### src/rtl/mmc_boot_pkg.sv
package mmc_boot_pkg;
  typedef enum logic [2:0] {
    ST_PWRUP     = 3'd0,
    ST_READY     = 3'd1,
    ST_WAIT_ACK  = 3'd2,
    ST_ACK_BITS  = 3'd3,
    ST_WAIT_DATA = 3'd4,
    ST_DATA      = 3'd5,
    ST_END_GAP   = 3'd6
  } boot_st_e;
endpackage

### src/rtl/mmc_boot_gap_cnt.sv
// Counts consecutive enabled cycles; done_o marks the last of CYCLES.
module mmc_boot_gap_cnt #(
  parameter int unsigned CYCLES = 74
) (
  input  logic clk,
  input  logic rst_n,
  input  logic en_i,
  output logic done_o
);
  localparam int unsigned CW = $clog2(CYCLES + 1);
  localparam logic [CW-1:0] LAST = CW'(CYCLES - 1);

  logic [CW-1:0] cnt_q, cnt_d;

  always_comb begin
    if (!en_i)              cnt_d = '0;
    else if (cnt_q == LAST) cnt_d = cnt_q;
    else                    cnt_d = cnt_q + 1'b1;
  end

  always_ff @(posedge clk or negedge rst_n) begin
    if (!rst_n) cnt_q <= '0;
    else        cnt_q <= cnt_d;
  end

  assign done_o = en_i && (cnt_q == LAST);
endmodule

### src/rtl/mmc_boot_wait_tmr.sv
// Reloadable saturating down-counter used for every DAT0 wait.
module mmc_boot_wait_tmr #(
  parameter int unsigned TMR_W = 32
) (
  input  logic             clk,
  input  logic             rst_n,
  input  logic             load_i,
  input  logic [TMR_W-1:0] reload_i,
  input  logic             run_i,
  input  logic             stop_i,
  output logic             expired_o
);
  logic [TMR_W-1:0] cnt_q, cnt_d;
  logic             dec_en;

  assign dec_en = run_i && !stop_i && (cnt_q != '0);

  always_comb begin
    if (load_i)      cnt_d = reload_i;
    else if (dec_en) cnt_d = cnt_q - 1'b1;
    else             cnt_d = cnt_q;
  end

  always_ff @(posedge clk or negedge rst_n) begin
    if (!rst_n) cnt_q <= '0;
    else        cnt_q <= cnt_d;
  end

  assign expired_o = (cnt_q == '0);
endmodule

### src/rtl/mmc_boot_seq.sv
// Boot phase sequencer: start style, token check, block framing.
module mmc_boot_seq
  import mmc_boot_pkg::*;
#(
  parameter int unsigned PAY_BITS = 4112
) (
  input  logic     clk,
  input  logic     rst_n,
  input  logic     power_stable_i,
  input  logic     pwr_done_i,
  input  logic     gap_done_i,
  input  logic     boot_start_i,
  input  logic     hold_low_i,
  input  logic     ack_expect_i,
  input  logic     dat0_i,
  input  logic     boot_end_i,
  input  logic     tmr_expired_i,
  output boot_st_e state_o,
  output logic     tmr_load_o,
  output logic     tmr_run_o,
  output logic     tmr_stop_o,
  output logic     dcrc_set_o,
  output logic     cmd_boot_o,
  output logic     cmd_low_o,
  output logic     ack_ok_o,
  output logic     ack_err_o,
  output logic     blk_done_o
);
  localparam int unsigned BCW = $clog2(PAY_BITS + 1);
  localparam logic [BCW-1:0] PAY_LAST = BCW'(PAY_BITS);
  localparam logic [BCW-1:0] ACK_LAST = BCW'(3);

  boot_st_e       st_q, st_d;
  logic [BCW-1:0] bit_q, bit_d;
  logic [2:0]     sh_q, sh_d;
  logic           low_q, low_d;
  logic           cmdb_q, cmdb_d;
  logic           aok_q, aok_d;
  logic           aerr_q, aerr_d;
  logic           bdone_q, bdone_d;
  logic           load_c, stop_c;
  logic           in_boot;

  assign in_boot = (st_q == ST_WAIT_ACK) || (st_q == ST_ACK_BITS) ||
                   (st_q == ST_WAIT_DATA) || (st_q == ST_DATA);

  always_comb begin
    st_d    = st_q;
    bit_d   = bit_q;
    sh_d    = sh_q;
    low_d   = low_q;
    cmdb_d  = 1'b0;
    aok_d   = 1'b0;
    aerr_d  = 1'b0;
    bdone_d = 1'b0;
    load_c  = 1'b0;
    stop_c  = 1'b0;
    case (st_q)
      ST_PWRUP: begin
        low_d = 1'b0;
        if (pwr_done_i) st_d = ST_READY;
      end
      ST_READY: begin
        if (boot_start_i) begin
          if (hold_low_i) low_d  = 1'b1;
          else            cmdb_d = 1'b1;
          load_c = 1'b1;
          st_d   = ack_expect_i ? ST_WAIT_ACK : ST_WAIT_DATA;
        end
      end
      ST_WAIT_ACK: begin
        if (!dat0_i) begin
          stop_c = 1'b1;
          bit_d  = '0;
          st_d   = ST_ACK_BITS;
        end
      end
      ST_ACK_BITS: begin
        if (bit_q == ACK_LAST) begin
          if ((sh_q == 3'b010) && dat0_i) aok_d  = 1'b1;
          else                            aerr_d = 1'b1;
          load_c = 1'b1;
          st_d   = ST_WAIT_DATA;
        end else begin
          sh_d  = {sh_q[1:0], dat0_i};
          bit_d = bit_q + 1'b1;
        end
      end
      ST_WAIT_DATA: begin
        if (!dat0_i) begin
          stop_c = 1'b1;
          bit_d  = '0;
          st_d   = ST_DATA;
        end
      end
      ST_DATA: begin
        if (bit_q == PAY_LAST) begin
          bdone_d = 1'b1;
          load_c  = 1'b1;
          st_d    = ST_WAIT_DATA;
        end else begin
          bit_d = bit_q + 1'b1;
        end
      end
      ST_END_GAP: begin
        if (gap_done_i) st_d = ST_READY;
      end
      default: st_d = ST_PWRUP;
    endcase

    if (boot_end_i && in_boot) begin
      st_d    = ST_END_GAP;
      low_d   = 1'b0;
      load_c  = 1'b0;
      stop_c  = 1'b0;
      aok_d   = 1'b0;
      aerr_d  = 1'b0;
      bdone_d = 1'b0;
    end

    if (!power_stable_i) begin
      st_d    = ST_PWRUP;
      low_d   = 1'b0;
      cmdb_d  = 1'b0;
      load_c  = 1'b0;
      stop_c  = 1'b0;
      aok_d   = 1'b0;
      aerr_d  = 1'b0;
      bdone_d = 1'b0;
    end
  end

  always_ff @(posedge clk or negedge rst_n) begin
    if (!rst_n) begin
      st_q    <= ST_PWRUP;
      bit_q   <= '0;
      sh_q    <= '0;
      low_q   <= 1'b0;
      cmdb_q  <= 1'b0;
      aok_q   <= 1'b0;
      aerr_q  <= 1'b0;
      bdone_q <= 1'b0;
    end else begin
      st_q    <= st_d;
      bit_q   <= bit_d;
      sh_q    <= sh_d;
      low_q   <= low_d;
      cmdb_q  <= cmdb_d;
      aok_q   <= aok_d;
      aerr_q  <= aerr_d;
      bdone_q <= bdone_d;
    end
  end

  assign state_o    = st_q;
  assign tmr_load_o = load_c;
  assign tmr_stop_o = stop_c;
  assign tmr_run_o  = (st_q == ST_WAIT_ACK) || (st_q == ST_WAIT_DATA);
  assign dcrc_set_o = stop_c && tmr_expired_i;
  assign cmd_boot_o = cmdb_q;
  assign cmd_low_o  = low_q;
  assign ack_ok_o   = aok_q;
  assign ack_err_o  = aerr_q;
  assign blk_done_o = bdone_q;
endmodule

### src/rtl/mmc_boot_supervisor.sv
module mmc_boot_supervisor
  import mmc_boot_pkg::*;
#(
  parameter int unsigned BLK_BYTES = 512,
  parameter int unsigned CRC_BITS  = 16,
  parameter int unsigned TMR_W     = 32,
  parameter int unsigned PWR_CLKS  = 74,
  parameter int unsigned END_CLKS  = 56
) (
  input  logic             clk,
  input  logic             rst_n,
  input  logic             power_stable_i,
  input  logic             boot_start_i,
  input  logic             boot_hold_low_i,
  input  logic             ack_expect_i,
  input  logic [TMR_W-1:0] reload_i,
  input  logic             dat0_i,
  input  logic             boot_end_i,
  input  logic             dcrc_clr_i,
  output logic             cmd_boot_o,
  output logic             cmd_low_o,
  output logic             boot_ready_o,
  output logic             ack_ok_o,
  output logic             ack_err_o,
  output logic             blk_done_o,
  output logic             dcrc_o
);
  localparam int unsigned PAY_BITS = BLK_BYTES * 8 + CRC_BITS;

  boot_st_e state;
  logic     pwr_done, gap_done, gap_en;
  logic     tmr_load, tmr_run, tmr_stop, tmr_expired;
  logic     dcrc_set;
  logic     dcrc_q, dcrc_d;

  assign gap_en = (state == ST_END_GAP);

  mmc_boot_gap_cnt #(.CYCLES(PWR_CLKS)) u_pwr_gap (
    .clk    (clk),
    .rst_n  (rst_n),
    .en_i   (power_stable_i),
    .done_o (pwr_done)
  );

  mmc_boot_gap_cnt #(.CYCLES(END_CLKS)) u_end_gap (
    .clk    (clk),
    .rst_n  (rst_n),
    .en_i   (gap_en),
    .done_o (gap_done)
  );

  mmc_boot_wait_tmr #(.TMR_W(TMR_W)) u_tmr (
    .clk       (clk),
    .rst_n     (rst_n),
    .load_i    (tmr_load),
    .reload_i  (reload_i),
    .run_i     (tmr_run),
    .stop_i    (tmr_stop),
    .expired_o (tmr_expired)
  );

  mmc_boot_seq #(.PAY_BITS(PAY_BITS)) u_seq (
    .clk            (clk),
    .rst_n          (rst_n),
    .power_stable_i (power_stable_i),
    .pwr_done_i     (pwr_done),
    .gap_done_i     (gap_done),
    .boot_start_i   (boot_start_i),
    .hold_low_i     (boot_hold_low_i),
    .ack_expect_i   (ack_expect_i),
    .dat0_i         (dat0_i),
    .boot_end_i     (boot_end_i),
    .tmr_expired_i  (tmr_expired),
    .state_o        (state),
    .tmr_load_o     (tmr_load),
    .tmr_run_o      (tmr_run),
    .tmr_stop_o     (tmr_stop),
    .dcrc_set_o     (dcrc_set),
    .cmd_boot_o     (cmd_boot_o),
    .cmd_low_o      (cmd_low_o),
    .ack_ok_o       (ack_ok_o),
    .ack_err_o      (ack_err_o),
    .blk_done_o     (blk_done_o)
  );

  // Sticky error flag: a new event wins over a clear in the same cycle.
  always_comb begin
    if (dcrc_set)        dcrc_d = 1'b1;
    else if (dcrc_clr_i) dcrc_d = 1'b0;
    else                 dcrc_d = dcrc_q;
  end

  always_ff @(posedge clk or negedge rst_n) begin
    if (!rst_n) dcrc_q <= 1'b0;
    else        dcrc_q <= dcrc_d;
  end

  assign dcrc_o       = dcrc_q;
  assign boot_ready_o = (state == ST_READY);
endmodule

### config.mk
export PLATFORM = sky130hd
export DESIGN_NAME = mmc_boot_supervisor
export DESIGN_NICKNAME = d
export VERILOG_FILES = /design/src/rtl/mmc_boot_pkg.sv /design/src/rtl/mmc_boot_gap_cnt.sv /design/src/rtl/mmc_boot_wait_tmr.sv /design/src/rtl/mmc_boot_seq.sv /design/src/rtl/mmc_boot_supervisor.sv
export SDC_FILE = /design/constraint.sdc
export NUM_CORES = 1
export LEC_CHECK = 0
export ABC_AREA = 1
export BUFFER_PORTS_ARGS = -buffer_cell sky130_fd_sc_hd__buf_2
export CELL_PAD_IN_SITES_DETAIL_PLACEMENT = 0
export CELL_PAD_IN_SITES_GLOBAL_PLACEMENT = 2
export CORE_MARGIN = 2
export CORE_UTILIZATION = 33
export CTS_CLUSTER_DIAMETER = 100
export DETAILED_ROUTE_END_ITERATION = 8
export HOLD_SLACK_MARGIN = 0.15
export PLACE_DENSITY = 0.87
export SETUP_SLACK_MARGIN = 0.05
export SKIP_CTS_REPAIR_TIMING = 1
export SLEW_MARGIN = 20
export SYNTH_ARGS = -nofsm -noshare
export SYNTH_HDL_FRONTEND = slang
export SYNTH_HIERARCHICAL = 1
export SYNTH_SLANG_ARGS = --single-unit
### constraint.sdc
create_clock -name clk -period 2.6 [get_ports clk]
set_input_delay 0.13 -clock clk [delete_from_list [all_inputs] [get_ports clk]]
set_output_delay 0.13 -clock clk [all_outputs]
set_load 0.02 [all_outputs]
==> summary.txt <==
class of the tightest hold or removal check: input pin to flop
number of antenna violations at the first check in global routing: 0
GRT Total Usage: 17.24%
most repeated cell in the gate-level netlist after synthesis: sky130_fd_sc_hd__nand2_1
Unique masters post-synth: 38
Synth Flop Type: sky130_fd_sc_hd__dfrtp_1
fraction of layout instances using a drive strength above 1: 14.49%
synthesis warning total: 6
total setup violations reported at the end of the flow: 0
category of the worst setup path launch point: flop
routed wirelength normalized by instance count: 13.27 µm
Worst Setup Path Type: flop to flop
Max Transition Viols Final: 0
Vias per Instance: 4.804
Total Die Area: 15,730 µm²
clk buf depth: 2
total of flip-flops plus latches after synthesis: 70
total number of vias: 4,862
weighted congestion reported at the end of routability-driven placement: 0.8713
max-slew headroom at the worst pin: 63.10%
TritonCTS clock tree: done
pin count of the biggest net entering global routing: 43
I/O pin cnt: 48
fmax: 427.0 MHz
via count of the first global-routing pass: 4,431
CTS root buf: sky130_fd_sc_hd__clkbuf_16
clk_lat worst skew: 0.34 ns
leading post-synthesis cells by instance count: sky130_fd_sc_hd__nand2_1 (240), sky130_fd_sc_hd__nor2_1 (110), sky130_fd_sc_hd__nand3_1 (93)
setup total negative slack: 0 ns
total congestion overflow after global routing: 0
H-Tree Depth: 3
Final #Nets: 871
area growth from synthesis to layout: 22.22%
kind of end point of the critical path: flop
number of routed nets with antenna violations: 0
clock buffer count from CTS: 9
row count: 44
cell area after technology mapping: 4866 µm²
Power per Cell Area: 990.1 nW/µm²
library cell occupying the most area in the post-synthesis netlist: sky130_fd_sc_hd__dfrtp_1
data arrival time of the critical path: 2.56 ns
biggest area contributors in the synthesized netlist: sky130_fd_sc_hd__dfrtp_1 (36%), sky130_fd_sc_hd__nand2_1 (19%), sky130_fd_sc_hd__nand3_1 (9.6%), sky130_fd_sc_hd__nor2_1 (8.5%), sky130_fd_sc_hd__inv_1 (5.6%)
final worst clock skew: 0.008059 ns
count of buffers from port buffering: 47
highest fanout seen on the critical path: 11
horizontal die dimension: 125.4 µm
fin util: 41.07%
final cell area excluding filler cells: 5947 µm²
mean cell area of the mapped netlist: 6.593 µm²
status: completed
number of enable flip-flop cells after synthesis: 0
slew of the pin with the lowest slew margin: 0.5535 ns
ratio of final minimum period to clock period: 90.07%
required time reported for the critical path endpoint: 2.81 ns
fraction of synthesized cell area taken by the top area cell type: 36.00%
Placeable Area: 14,480 µm²
antenna cell count: 0
fraction of the yosys area taken by sequential cells: 36.00%
Static Leakage: 2.963 nW
Syn Nets: 786
Total Routed Length: 13.43 mm
wire length of the first global-routing pass: 21.91 mm
HPWL after detailed placement: 9.951 mm
drt pass-1 iters: 5
DRC violation count after routing: 0
post-layout min period: 2.342 ns
Die Ht: 125.4 µm
starting density of the core: 33.61%
RSZ-0062 raised after global routing: false
Max IR drop VDD: 0.3876 mV
number of clock sinks: 70
Setup crit start: u_seq/state_o[1]
async set or reset register ratio after synthesis: 100.0%
DRC violation total after the first TritonRoute iteration: 294
number of hold violations in the final report: 0
Hold Crit Start: reload_i[5]
final-layout worst hold slack: 0.1133 ns
number of violations of the max-capacitance limit: 0
start of the worst register-to-register path: u_seq/state_o[1]
Placed Instance Area: 5318 µm²
post-CTS clock slew at the launch and capture registers of the worst setup and hold paths: 0.06 ns
Cells after Synth: 738
==> where the power goes <==
part,total [W],internal [W],switching (W)
clock,0.00119,0.000676,0.000509
sequential,0.00174,0.00139,0.000349
combinational,0.00297,0.00102,0.00195
total,0.00589,0.00308,0.00280
==> state kept, by name, summed over array words and instances (netlist names) <==
name,flops
dcrc_o,1
u_tmr/cnt_q,32
u_end_gap/cnt_q,6
u_seq/cmd_boot_o,1
u_seq/cmd_low_o,1
u_seq/state_o,3
u_seq/ack_ok_o,1
u_seq/bit_q,13
u_seq/ack_err_o,1
u_seq/blk_done_o,1
u_seq/sh_q,3
u_pwr_gap/cnt_q,7
==> layout make-up <==
| cell class | count | area [µm²] |
|---|---|---|
| Multi-Input combinational cell | 573 | 2728 |
| Sequential cell | 70 | 1752 |
| Timing Repair Buffer | 92 | 659.4 |
| Clock inverter | 6 | 46.29 |
| Tap cell | 184 | 230.2 |
| Inverter | 77 | 292.8 |
| Fill cell | 1511 | 8532 |
| Clock buffer | 10 | 239.0 |
==> placed cells by master, fill, tap and decap left out, types with 2 or more instances in the layout <==
cell / netlist / routed
sky130_fd_sc_hd__a21oi_1: 11 / 11
sky130_fd_sc_hd__a31oi_1: 2 / 2
sky130_fd_sc_hd__buf_2: 4 / 47
sky130_fd_sc_hd__buf_4: 1 / 15
sky130_fd_sc_hd__clkbuf_16: 0 / 9
sky130_fd_sc_hd__clkinv_4: 0 / 2
sky130_fd_sc_hd__clkinvlp_4: 0 / 3
sky130_fd_sc_hd__dfrtp_1: 70 / 70
sky130_fd_sc_hd__dlygate4sd3_1: 0 / 28
sky130_fd_sc_hd__ha_1: 7 / 7
sky130_fd_sc_hd__inv_1: 73 / 72
sky130_fd_sc_hd__inv_2: 4 / 4
sky130_fd_sc_hd__nand2_1: 240 / 240
sky130_fd_sc_hd__nand2_2: 6 / 5
sky130_fd_sc_hd__nand3_1: 93 / 93
sky130_fd_sc_hd__nand3_2: 5 / 5
sky130_fd_sc_hd__nand4_1: 9 / 9
sky130_fd_sc_hd__nor2_1: 110 / 109
sky130_fd_sc_hd__nor2_2: 10 / 11
sky130_fd_sc_hd__nor2_4: 3 / 3
sky130_fd_sc_hd__nor3_1: 9 / 8
sky130_fd_sc_hd__o21ai_0: 21 / 20
sky130_fd_sc_hd__o21ai_1: 9 / 10
sky130_fd_sc_hd__o21ai_2: 2 / 2
sky130_fd_sc_hd__o21bai_1: 4 / 4
sky130_fd_sc_hd__or2_2: 3 / 3
sky130_fd_sc_hd__xnor2_1: 7 / 7
sky130_fd_sc_hd__xor2_1: 13 / 13
==> metal layers <==
layer	track usage [%]	routed length, µm
met2	29.25	6572
met3	2.482	538
met4	5.490	164
met5	0	0
met1	22.67	6152
==> cells by family (layout without fill, tap and decap cells) <==
kind of cell | count (synthesis) | after routing | synth area share, %
compound gates | 51 | 51 | 6.017
xor+xnor | 20 | 20 | 3.600
fa+ha+maj | 7 | 7 | 1.800
buf+inv | 95 | 185 | 8.382
flops | 70 | 70 | 36.00
mux | 1 | 1 | 0.2057
simple gates | 494 | 494 | 44.00
==> final timing paths <==
path	slack (ns)	cells after the start	endpoint
min in group asynchronous	0.35	3	u_tmr/cnt_q[31]
worst max-delay path	0.26	12	u_tmr/cnt_q[4]
worst min register to register	0.47	2	dcrc_o
worst min-delay path	0.11	5	u_tmr/cnt_q[5]
max in group asynchronous	1.81	3	u_seq/state_o[0]
worst max register to register	0.26	12	u_tmr/cnt_q[4]
==> critical path: stages (launching register included) <==
cell                         delay (ns)
sky130_fd_sc_hd__dfrtp_1           0.38
sky130_fd_sc_hd__inv_1             0.09
sky130_fd_sc_hd__buf_4             0.13
sky130_fd_sc_hd__nand2_1           0.07
sky130_fd_sc_hd__nor2_1            0.29
sky130_fd_sc_hd__nand2_1           0.15
sky130_fd_sc_hd__nand3_1           0.11
sky130_fd_sc_hd__nand2_1           0.07
sky130_fd_sc_hd__inv_1             0.13
sky130_fd_sc_hd__clkinvlp_4        0.25
sky130_fd_sc_hd__buf_4             0.23
sky130_fd_sc_hd__o21ai_0           0.17
sky130_fd_sc_hd__o21ai_0           0.12
==> stage by stage <==
step	setup slack [ns]	cells	power [W]
3_3_place_gp	0.1808	965	0.004533
3_5_place_dp	0.1267	965	0.004574
4_1_cts	0.08759	981	0.005802
6_report	0.2582	1012	0.005888
5_1_grt	0.04552	1012	0.006430
2_1_floorplan	0.2845	738	0.003905
No activity file was read; power rests on OpenSTA's default activity.
